[config.mk]
export PLATFORM = sky130hd
export DESIGN_NAME = tlu_ternlog_unit
export DESIGN_NICKNAME = d
export VERILOG_FILES = /design/src/rtl/tlu_pkg.sv /design/src/rtl/tlu_table_sel.sv /design/src/rtl/tlu_lut_lane.sv /design/src/rtl/tlu_ternlog_unit.sv
export SDC_FILE = /design/constraint.sdc
export NUM_CORES = 1
export LEC_CHECK = 0
export BUFFER_PORTS_ARGS = -buffer_cell sky130_fd_sc_hd__buf_2
export CAP_MARGIN = 0
export CELL_PAD_IN_SITES_DETAIL_PLACEMENT = 1
export CELL_PAD_IN_SITES_GLOBAL_PLACEMENT = 1
export CORE_UTILIZATION = 41
export DETAILED_ROUTE_END_ITERATION = 7
export GPL_TIMING_DRIVEN = 1
export HOLD_SLACK_MARGIN = 0.06
export PLACE_DENSITY = 0.95
export SYNTH_ARGS = -nofsm -noshare
export SYNTH_HDL_FRONTEND = slang
export SYNTH_HIERARCHICAL = 1
export SYNTH_SLANG_ARGS = --single-unit
[constraint.sdc]
create_clock -name clk -period 2.5 [get_ports clk]
set_input_delay 0.125 -clock clk [delete_from_list [all_inputs] [get_ports clk]]
set_output_delay 0.125 -clock clk [all_outputs]
set_load 0.02 [all_outputs]
[src/rtl/tlu_pkg.sv]
// Package: shared constants and types for the three-input truth-table unit.
// Assumes a table of 8 entries indexed by 3 bits.
package tlu_pkg;
    localparam int TBL_W   = 8;
    localparam int IDX_W   = 3;
    localparam int IMM_LO_W = 5;
    localparam int IMM_HI_W = TBL_W - IMM_LO_W;

    typedef enum logic {
        SRC_IMM = 1'b0,
        SRC_REG = 1'b1
    } tbl_src_e;
endpackage

[src/rtl/tlu_table_sel.sv]
// tlu_table_sel: picks the 8-entry truth table from the split immediate
// or from the low byte of the table operand. Assumes XLEN >= TBL_W.
module tlu_table_sel
    import tlu_pkg::*;
#(
    parameter int XLEN = 64
) (
    input  tbl_src_e                src,
    input  logic [IMM_LO_W-1:0]     imm_lo,
    input  logic [IMM_HI_W-1:0]     imm_hi,
    input  logic [TBL_W-1:0]        tbl_low,
    output logic [TBL_W-1:0]        table_out
);
    // Choose the table source; the immediate is rebuilt high-over-low.
    always_comb begin
        if (src == SRC_REG) table_out = tbl_low;
        else                table_out = {imm_hi, imm_lo};
    end

    initial begin
        assert (XLEN >= TBL_W) else $error("XLEN too small for table");
    end
endmodule

[src/rtl/tlu_lut_lane.sv]
// tlu_lut_lane: one bit position. Forms the 3-bit index in the order the
// table source requires and selects one table entry (entry 0 = bit 0).
module tlu_lut_lane
    import tlu_pkg::*;
(
    input  tbl_src_e           src,
    input  logic               bit_d,
    input  logic               bit_a,
    input  logic               bit_b,
    input  logic [TBL_W-1:0]   table_in,
    output logic               bit_out
);
    logic [IDX_W-1:0] idx;

    // Immediate mode: b is the high bit; register mode: the destination is.
    always_comb begin
        if (src == SRC_REG) idx = {bit_d, bit_a, bit_b};
        else                idx = {bit_b, bit_a, bit_d};
    end

    // Look up the selected entry.
    always_comb bit_out = table_in[idx];
endmodule

[src/rtl/tlu_ternlog_unit.sv]
// tlu_ternlog_unit: XLEN-wide three-input truth-table evaluator with a
// registered result (one cycle latency, one operation per cycle).
// Assumes the caller writes the result back over the destination word.
module tlu_ternlog_unit
    import tlu_pkg::*;
#(
    parameter int XLEN = 64
) (
    input  logic              clk,
    input  logic              rst_n,
    input  logic              in_valid,
    input  logic              tbl_from_reg,
    input  logic [1:0]        variant,
    input  logic [XLEN-1:0]   dest_in,
    input  logic [XLEN-1:0]   op_a,
    input  logic [XLEN-1:0]   op_b,
    input  logic [XLEN-1:0]   tbl_word,
    input  logic [4:0]        imm_lo,
    input  logic [2:0]        imm_hi,
    output logic              out_valid,
    output logic [XLEN-1:0]   result
);
    localparam int HI_W = XLEN - TBL_W;

    tbl_src_e          src;
    logic [TBL_W-1:0]  table_sel;
    logic [XLEN-1:0]   comb_res;

    // Map the select pin onto the table source type.
    always_comb src = tbl_src_e'(tbl_from_reg);

    tlu_table_sel #(.XLEN(XLEN)) u_tsel (
        .src       (src),
        .imm_lo    (imm_lo),
        .imm_hi    (imm_hi),
        .tbl_low   (tbl_word[TBL_W-1:0]),
        .table_out (table_sel)
    );

    for (genvar i = 0; i < XLEN; i++) begin : g_lane
        tlu_lut_lane u_lane (
            .src      (src),
            .bit_d    (dest_in[i]),
            .bit_a    (op_a[i]),
            .bit_b    (op_b[i]),
            .table_in (table_sel),
            .bit_out  (comb_res[i])
        );
    end

    // Result register: capture on valid, hold otherwise.
    always_ff @(posedge clk) begin
        if (!rst_n) begin
            out_valid <= 1'b0;
            result    <= '0;
        end else begin
            out_valid <= in_valid;
            if (in_valid) result <= comb_res;
        end
    end

    AST_VALID_NEXT: assert property (@(posedge clk) disable iff (!rst_n)
        in_valid |=> out_valid) else $error("valid lost");

    AST_IDLE_HOLD: assert property (@(posedge clk) disable iff (!rst_n)
        !in_valid |=> ($stable(result) && !out_valid)) else $error("idle changed result");

    AST_IMM_ZERO_TABLE: assert property (@(posedge clk) disable iff (!rst_n)
        (in_valid && !tbl_from_reg && imm_lo == 5'd0 && imm_hi == 3'd0) |=> (result == '0))
        else $error("zero table gave ones");

    AST_IMM_SELECT_B: assert property (@(posedge clk) disable iff (!rst_n)
        (in_valid && !tbl_from_reg && imm_lo == 5'h10 && imm_hi == 3'h7) |=> (result == $past(op_b)))
        else $error("0xF0 immediate did not pass op_b");

    AST_REG_SELECT_D: assert property (@(posedge clk) disable iff (!rst_n)
        (in_valid && tbl_from_reg && tbl_word[TBL_W-1:0] == 8'hF0) |=> (result == $past(dest_in)))
        else $error("register table 0xF0 did not pass dest_in");

    AST_VARIANT_IGNORED: assert property (@(posedge clk) disable iff (!rst_n)
        (in_valid && $past(in_valid) && !$stable(variant) && $stable(dest_in) && $stable(op_a)
         && $stable(op_b) && $stable(tbl_word[TBL_W-1:0]) && $stable(tbl_from_reg)
         && $stable(imm_lo) && $stable(imm_hi)) |=> $stable(result))
        else $error("variant changed result");

    AST_UPPER_TBL_IGNORED: assert property (@(posedge clk) disable iff (!rst_n)
        (in_valid && $past(in_valid) && tbl_from_reg && $past(tbl_from_reg)
         && !$stable(tbl_word[XLEN-1:XLEN-HI_W]) && $stable(dest_in) && $stable(op_a)
         && $stable(op_b) && $stable(tbl_word[TBL_W-1:0])) |=> $stable(result))
        else $error("upper table bits changed result");
endmodule

==> reports/metrics.cfg, run 1 <==
[run_status]
status=finished, final reports clean

[run]
drv_cap=0

[synthesis]
synthSimpleGateAreaFrac=0.321
yosys-top-cells-area=mux2i_1 (26%), dfxtp_1 (13%), nor2b_1 (12%)
synth_cells=1241
syn_area_per_cell_sq_um=8.05
yosys.area.top_type=mux2i_1
muxShareOfSynthArea=0.269
ys_seq_elements=65
ys.flop_type=dfxtp_1
synth_edf_count=0
ys_warn_count=6
synthAdderAreaFrac=0
synth_top_family_by_area=simple AND/OR/NAND/NOR gates
synthXorXnorAreaFrac=0
synth_compound_area_frac=0.241
yosysSeqAreaShare=0.130
ys_types=19
syn_nets=1511
synth_area_sq_mm=0.00999
async_flop_share=0
synth_top_cell_area_share=0.257

[global_route]
antenna_found_initial=9
grtUsageTotal=0.309
grt_max_degree=151
grt_pass1_wl_mm=61.9
globalRouteOverflowTotal=0
grt_pass1_vias=12400

[layout]
drive_gt1_frac=0.200
layout.nets=1788
final_common_cell=buf_2
mostFrequentLayoutCells=buf_2 (274), mux2i_1 (256), nor2b_1 (192)
syn2layout_area_growth_pct=20.6

[sta]
fin_skew_ns=0
setup_viol=0
min_period_ns=2.01
rsz0062_at_grt=no
period_share=0.805
tightest_slew_ns=0.991
fmax_ghz=0.497
drv_slew=0
slew_headroom=0.339
final_hold_viol_count=0
fin_tns_setup_ns=0
hold_slack_ns=0.354

[hold_path]
hold_path_class=in -> reg

[floorplanning]
core_sq_mm=0.0237
pin_count=335
fp.dieH_um=158
rows=56
die_width_um=158
start_util=0.422
die-area_sq_mm=0.0250

[clock_tree]
ctsResizeCount=0
clock-root-buffer=clkbuf_16
clock_sinks=65
cts-buffers-inserted=9
cts_hold_buf=0
htreeDepth=3
clock_path_buffers=2
clk_latency_ns=0.34
cts_tree=yes
cts_setup_buffers=0
cts.clk_slew.worst_paths_ns=0.07

[detailed_routing]
drt-pass1-iter-count=5
via_per_inst=6.32
drt_iter0_markers=759
detail-route-antenna-nets=0
remaining_drc_errors=0
num_vias=11700
routed_wl_mm=39.8
drt-wirelength-per-cell_um=21.5

[worst_setup_path]
critical-path-slowest-cell=mux2_4
path_common_cell=nor2b_1
crit_required_ns=2.76
path_delay_family=multiplexers
crit_chain=buf_8, mux2_4, nor2b_1, o21ai_0, nand3_1, a21bo_1, o221ai_1, mux2i_1, nor2b_1
setup.worst_path.end_class=flop
slowest_delay_ns=0.86
cp_max_fo=64
critPathLaunchType=input port
critPathArrivalTime_ns=2.28
path_buf_inv=1
worstSetupPathType=in -> reg

[power_and_ir_drop]
power.density_mw_per_mm2=418
vdd_drop_max_mv=0.266
leakage_nw=5.63

[placed_design]
io_buffer_count=276
place.detailed.hpwl_mm=26.3
gp_congestion=0.784

sequential cells by signal, indices dropped and copies added (netlist names):
register   count
out_valid      1
result        64
kinds of logic (layout without fill, tap and decap cells):
| logic type | count (synthesis) | in the layout |
|---|---|---|
| and+or+nand+nor | 513 | 513 |
| other | 0 | 10 |
| muxes | 264 | 264 |
| DFF | 65 | 65 |
| AOI/OAI and AO/OA | 320 | 320 |
| buffers and inverters | 79 | 361 |
final cells by class:
| type | count | area (sq um) |
|---|---|---|
| antenna | 10 | 25.0 |
| clock buffer | 9 | 225 |
| clock inverter | 7 | 95.1 |
| fill | 3042 | 11600 |
| inverter | 64 | 240 |
| multi-input combinational | 1097 | 8290 |
| sequential | 65 | 1300 |
| tap | 319 | 399 |
| timing repair buffer | 281 | 1470 |
synth_stat cells, types with 2 or more instances:
cell      number
nand4b_1      64
clkbuf_1       6
inv_1         64
mux2_4         8
nor2b_1      192
buf_6          2
buf_12         4
dfxtp_1       65
nand3_1       64
nor2_1       128
a21bo_1       64
o21ai_0      128
or4b_1        64
mux2i_1      256
o221ai_1     128
power breakdown:
| part | switching [mW] | total, mW | internal [mW] |
|---|---|---|---|
| registers | 0.0598 | 1.20 | 1.14 |
| clock network | 0.598 | 1.47 | 0.877 |
| logic | 1.40 | 2.36 | 0.955 |
| total | 2.06 | 5.04 | 2.98 |
path summary, 6_finish.rpt:
path / from / depth (start not counted) / end / slack, ns
max: tbl_from_reg / 9 / result[35]$_SDFFE_PN0P_ / 0.49
max reg2reg: result[23]$_SDFFE_PN0P_ / 2 / result[23]$_SDFFE_PN0P_ / 1.81
min: in_valid / 3 / result[41]$_SDFFE_PN0P_ / 0.35
min reg2reg: result[5]$_SDFFE_PN0P_ / 2 / result[5]$_SDFFE_PN0P_ / 0.52
routing by layer:
layer | global-route usage | routed length [um]
met1 | 0.328 | 15600
met2 | 0.570 | 20500
met3 | 0.0506 | 2200
met4 | 0.183 | 1490
met5 | 0 | 0
worst min-delay path: cells and delay by family:
family	cells	cell delay [ns]
and+or+nand+nor	1	0.09
buffers and inverters	1	0.26
muxes	1	0.17
per-stage QoR:
stage                     total power, mW  setup WS, ns  instance area [sq um]  instances   util
after global placement               3.38         0.405                  11700       1826  0.494
after floorplan                      2.67         0.749                   9990       1241      -
after detailed placement             3.55         0.194                  11700       1826  0.494
after CTS                            5.02         0.548                  12000       1842  0.508
after global routing                 5.29         0.360                  12000       1848  0.508
final                                5.04         0.487                  12000       1852  0.509
(Power assumes the default switching activity.)
==> run 2: changes to the inputs <==
- CORE_UTILIZATION: 41 -> 38
- PLACE_DENSITY: 0.95 -> 0.9
- clock period: 2.5 -> 1.86 ns (I/O delays scaled with it)
==> run 2 against run 1 <==
First-iteration DRC count grew 20%. Clock power increased by 11%. Worst setup slack got worse by 0.34 ns. Flip-flop and latch count is the same. Sequential share of layout area shrank 0.32 points. Largest power group unchanged. Cell count grew 1.6%. Sequential power grew 35%. Critical path depth increased by 1. Die area up 7.8%. Highest routed layer is now met5. Combinational power is 38% higher. Global-route usage down 3.2 points. Critical path type unchanged. Final area grew 3.0%.
==> reports/metrics.cfg, run 2 (synthesized netlist as in run 1, its figures left out) <==
[clock_tree]
cts.clk_slew.worst_paths_ns=0.06  ; about the same
clock-root-buffer=clkbuf_16
cts_hold_buf=0  ; unchanged
cts_setup_buffers=0  ; unchanged
htreeDepth=3  ; unchanged
clock_sinks=65  ; unchanged
cts_tree=yes
ctsResizeCount=0  ; unchanged
cts-buffers-inserted=9  ; unchanged
clk_latency_ns=0.35  ; about the same
clock_path_buffers=2  ; unchanged

[global_route]
grtUsageTotal=0.277  ; -0.0319
grt_pass1_vias=12200  ; -2.0%
antenna_found_initial=7  ; -2
grt_pass1_wl_mm=59.9  ; -3.3%
grt_max_degree=73  ; -52%
globalRouteOverflowTotal=0  ; unchanged

[power_and_ir_drop]
combPwrFrac=0.500  ; +0.032
p_clk_frac=0.250  ; -0.043
leakage_nw=5.81  ; +3.2%
p_sw_mw=2.68  ; +30%
swShare=0.412  ; +0.00330
sequentialPowerShare=0.250  ; +0.011
vdd_drop_max_mv=0.361  ; +36%
power.density_mw_per_mm2=524  ; +25%
p_int_mw=3.82  ; +28%

[floorplanning]
rows=58  ; +3.6%
fp.dieH_um=164  ; +3.8%
core_sq_mm=0.0255  ; +7.6%
start_util=0.392  ; -0.0296
pin_count=335  ; unchanged
die_width_um=164  ; +3.8%
die-area_sq_mm=0.0269  ; +7.8%

[worst_setup_path]
crit_required_ns=2.08  ; -0.68 ns
r2r-start=result[40]$_SDFFE_PN0P_
crit_path_end=result[40]$_SDFFE_PN0P_
crit_path_start=tbl_from_reg
cp_max_fo=37  ; -42%
critPathArrivalTime_ns=1.94  ; -0.34 ns
reg2reg_slack_ns=1.15  ; -0.66 ns
r2r-end=result[40]$_SDFFE_PN0P_
critPathLaunchType=input port
setup.worst_path.end_class=flop
worstSetupPathType=in -> reg
r2r_cells=2  ; unchanged

[detailed_routing]
detail-route-antenna-nets=0  ; unchanged
num_vias=11700  ; -0.44%
drt-pass1-iter-count=5  ; unchanged
via_per_inst=6.19  ; -2.0%
drt_iter0_markers=911  ; +20%
routed_wl_mm=38.0  ; -4.4%
remaining_drc_errors=0  ; unchanged
drt-wirelength-per-cell_um=20.2  ; -5.9%

[layout]
syn2layout_area_growth_pct=24.3
largest_reg_flops=64  ; unchanged
top_regs=result: 64 flops, out_valid: 1 flops
n_fill_cell=3212  ; +5.6%
mostFrequentLayoutCells=buf_2 (274), mux2i_1 (256), nor2b_1 (192)
layout.nets=1814  ; +1.5%
final_area_sq_mm=0.0124  ; +3.0%
final_common_cell=buf_2
drive_gt1_frac=0.212  ; +0.0118
top_register=result

[sta]
min_period_ns=1.72
tightest_slew_ns=0.569  ; -0.422 ns
setup_viol=0  ; unchanged
fin_tns_setup_ns=0  ; unchanged
fin_skew_ns=0  ; unchanged
rsz0062_at_grt=no
final_hold_viol_count=0  ; unchanged
fmax_ghz=0.583
drv_slew=0  ; unchanged
slew_headroom=0.621  ; +0.282
period_share=0.922

[hold_path]
hold_path_class=in -> reg

[placed_design]
gp_congestion=0.836  ; +6.6%
placed_area_sq_mm=0.0121  ; +3.8%
place.detailed.hpwl_mm=26.9  ; +2.4%
io_buffer_count=276  ; unchanged

[run_status]
status=finished, final reports clean

[run]
drv_cap=0  ; unchanged

==> run 2: area by class of cell <==
cell class | instances | area, sq um | area share
clock inverters | 4 | 22.5 | 0.00181
inverters | 64 | 240 | 0.0194
well taps | 330 | 413 | 0.0333
multi-input cells | 1097 | 8290 | 0.668
repair buffers | 307 | 1900 | 0.153
clock buffers | 10 | 229 | 0.0184
diodes | 5 | 12.5 | 0.00101
flip-flops and latches | 65 | 1300 | 0.105
==> run 2: worst min path at each step <==
stage | startpoint | end | slack (ns) | depth (start not counted)
floorplan | rst_n | result[0]$_SDFFE_PN0P_ | 0.38 | 2
global placement | result[37]$_SDFFE_PN0P_ | result[37]$_SDFFE_PN0P_ | 0.49 | 2
detailed placement | result[48]$_SDFFE_PN0P_ | result[48]$_SDFFE_PN0P_ | 0.51 | 2
CTS | rst_n | result[4]$_SDFFE_PN0P_ | 0.29 | 3
global route | rst_n | result[4]$_SDFFE_PN0P_ | 0.31 | 3
finish | rst_n | result[9]$_SDFFE_PN0P_ | 0.30 | 3
==> run 2: per-layer routing <==
| metal | track usage | part of all wire |
|---|---|---|
| met1 | 0.324 | 0.43 |
| met2 | 0.491 | 0.49 |
| met3 | 0.0480 | 0.055 |
| met4 | 0.120 | 0.027 |
| met5 | 0 | 0.0010 |
==> run 2: metrics by stage <==
| step | cells | setup slack, ns | util | power [mW] | hold slack (ns) |
|---|---|---|---|---|---|
| 3_3_place_gp | 1863 | -0.0407 | 0.477 | 4.70 | 0.489 |
| 6_report | 1882 | 0.145 | 0.487 | 6.51 | 0.304 |
| 2_1_floorplan | 1241 | 0.141 | - | 3.59 | 0.384 |
| 5_1_grt | 1880 | 0.0795 | 0.487 | 6.89 | 0.310 |
| 4_1_cts | 1877 | 0.170 | 0.487 | 6.54 | 0.295 |
| 3_5_place_dp | 1863 | -0.197 | 0.477 | 4.88 | 0.506 |
==> run 2: critical path, stage by stage <==
cell and delay (ns):
clkbuf_8 0.12, buf_4 0.22, mux2_4 0.36, buf_12 0.18
nand4b_1 0.19, o221ai_1 0.11, a21bo_1 0.15, o221ai_1 0.14
mux2i_1 0.25, nor2b_1 0.07
==> run 2: power groups by stage <==
stage	clock (mW)	combinational [mW]	sequential, mW
after floorplan	0	1.78	1.81
after global placement	0	3.06	1.65
after detailed placement	0	3.23	1.65
after CTS	1.68	3.24	1.62
after global routing	1.72	3.53	1.64
final	1.63	3.25	1.62
==> run 3: changes to the inputs <==
==> constraint.sdc (replaced) <==
create_clock -name clk -period 1.86 [get_ports clk]
set_input_delay 0.186 -clock clk [delete_from_list [all_inputs] [get_ports clk]]
set_output_delay 0.186 -clock clk [all_outputs]
set_load 0.02 [all_outputs]
==> run 3 against run 2 <==
Via count up 0.69%. Cell count rose by 0.48%. Non-clock buffer count up 11.
==> reports/metrics.cfg, run 3 (synthesized netlist as in run 1, its figures left out) <==
[run_status]
status=finished, final reports clean

[clock_tree]
cts_hold_buf=0  ; unchanged
cts.clk_slew.worst_paths_ns=0.06  ; about the same
cts_setup_buffers=0  ; unchanged
ctsResizeCount=0  ; unchanged
clk_latency_ns=0.33  ; -0.02 ns
clock-root-buffer=clkbuf_16
htreeDepth=3  ; unchanged
cts-buffers-inserted=9  ; unchanged
clock_sinks=65  ; unchanged
clock_path_buffers=2  ; unchanged
cts_tree=yes

[sta]
setup_viol=0  ; unchanged
final_hold_viol_count=0  ; unchanged
period_share=0.956  ; +0.0337
slew_headroom=0.700  ; +0.0796
min_period_ns=1.78  ; +0.0626 ns
tightest_slew_ns=0.449  ; -0.119 ns
fmax_ghz=0.563  ; -3.5%
rsz0062_at_grt=no
fin_skew_ns=0  ; unchanged
drv_slew=0  ; unchanged

[worst_setup_path]
crit_path_end=result[55]$_SDFFE_PN0P_
crit_required_ns=2.09  ; about the same
r2r-start=result[39]$_SDFFE_PN0P_
cp_max_fo=33  ; -11%
critPathLaunchType=input port
r2r-end=result[39]$_SDFFE_PN0P_
setup.worst_path.end_class=flop
crit_path_start=tbl_from_reg
critPathArrivalTime_ns=2.00  ; +0.06 ns
reg2reg_slack_ns=1.21  ; +0.06 ns
r2r_cells=2  ; unchanged
worstSetupPathType=in -> reg

[layout]
final_common_cell=buf_2
mostFrequentLayoutCells=buf_2 (274), mux2i_1 (256), nor2b_1 (191), o21ai_0 (128), nor2_1 (128)
layout.nets=1825  ; +0.61%
syn2layout_area_growth_pct=25.6
top_regs=result: 64 flops, out_valid: 1 flops
top_register=result
drive_gt1_frac=0.220  ; +0.00799
finalNonFillerCells=1891  ; +0.48%
largest_reg_flops=64  ; unchanged
finalCoreUtilization=0.493  ; +0.00526

[detailed_routing]
remaining_drc_errors=0  ; unchanged
detail-route-antenna-nets=0  ; unchanged
via_per_inst=6.21  ; +0.21%
routed_wl_mm=38.9  ; +2.3%
drt-wirelength-per-cell_um=20.6  ; +1.9%
drt_iter0_markers=770  ; -15%
drt-pass1-iter-count=6  ; +1
num_vias=11700  ; +0.69%

[global_route]
grt_max_degree=74  ; +1.4%
grtUsageTotal=0.281  ; +0.00466
globalRouteOverflowTotal=0  ; unchanged
antenna_found_initial=3  ; -4
grt_pass1_vias=12300  ; +0.68%
grt_pass1_wl_mm=61.1  ; +2.0%

[hold_path]
hold_path_class=in -> reg

[placed_design]
place.detailed.hpwl_mm=28.4  ; +5.4%
gp_congestion=0.826  ; -1.2%
dp_cells=1874  ; +0.59%
io_buffer_count=276  ; unchanged

[power_and_ir_drop]
leakage_nw=5.89  ; +1.4%
power.density_mw_per_mm2=543  ; +3.6%
vdd_drop_max_mv=0.284  ; -21%
power_mw=6.81  ; +4.7%

[floorplanning]
rows=58  ; unchanged
fp.dieH_um=164  ; unchanged
die-area_sq_mm=0.0269  ; unchanged
core_sq_mm=0.0255  ; unchanged
start_util=0.392  ; unchanged
pin_count=335  ; unchanged
die_width_um=164  ; unchanged

[run]
drv_cap=0  ; unchanged

## run 3: how the worst min path moves through the flow
stage	startpoint	cells after the start	to	slack, ns
3_5_place_dp	result[63]$_SDFFE_PN0P_	2	result[63]$_SDFFE_PN0P_	0.51
2_1_floorplan	rst_n	2	result[0]$_SDFFE_PN0P_	0.48
5_1_grt	rst_n	3	result[53]$_SDFFE_PN0P_	0.40
4_1_cts	rst_n	3	result[53]$_SDFFE_PN0P_	0.38
3_3_place_gp	result[30]$_SDFFE_PN0P_	2	result[30]$_SDFFE_PN0P_	0.49
6_report	in_valid	3	out_valid$_SDFF_PN0_	0.40
## run 3: critical path, stage by stage
cell and delay [ns]:
clkbuf_8 0.13, mux2_4 0.33, buf_12 0.18, or4b_1 0.50
nand3_2 0.13, a21bo_1 0.14, o221ai_1 0.16, mux2i_1 0.17
nor2b_1 0.06
## run 3: power by group
| part | switching, mW | total [mW] | internal, mW |
|---|---|---|---|
| Combinational | 1.89 | 3.31 | 1.42 |
| Sequential | 0.0873 | 1.63 | 1.54 |
| Clock | 0.770 | 1.87 | 1.11 |
## run 3: per-stage QoR
step	cell area (sq um)	hold WS (ns)	setup TNS (ns)	worst slack [ns]
5_1_grt	12500	0.399	0	0.0189
3_3_place_gp	12200	0.489	-4.37	-0.102
3_5_place_dp	12200	0.505	-8.76	-0.280
2_1_floorplan	9990	0.477	0	0.0475
6_report	12500	0.404	0	0.0824
4_1_cts	12500	0.379	0	0.0746
## run 3: area by class of cell
| cell class | instances | area (sq um) |
|---|---|---|
| Fill cell | 3197 | 12900 |
| Multi-Input combinational cell | 1097 | 8310 |
| Timing Repair Buffer | 318 | 1980 |
| Sequential cell | 65 | 1300 |
| Tap cell | 330 | 413 |
| Clock buffer | 12 | 256 |
| Inverter | 64 | 240 |
| Clock inverter | 3 | 40.0 |
| Antenna cell | 2 | 5.00 |
## run 3: metal layers
metal	part of all wire	wire (um)	track usage
met1	0.42	16300	0.323
met2	0.49	18900	0.493
met3	0.060	2330	0.0578
met4	0.035	1350	0.138
met5	0.00059	23	0
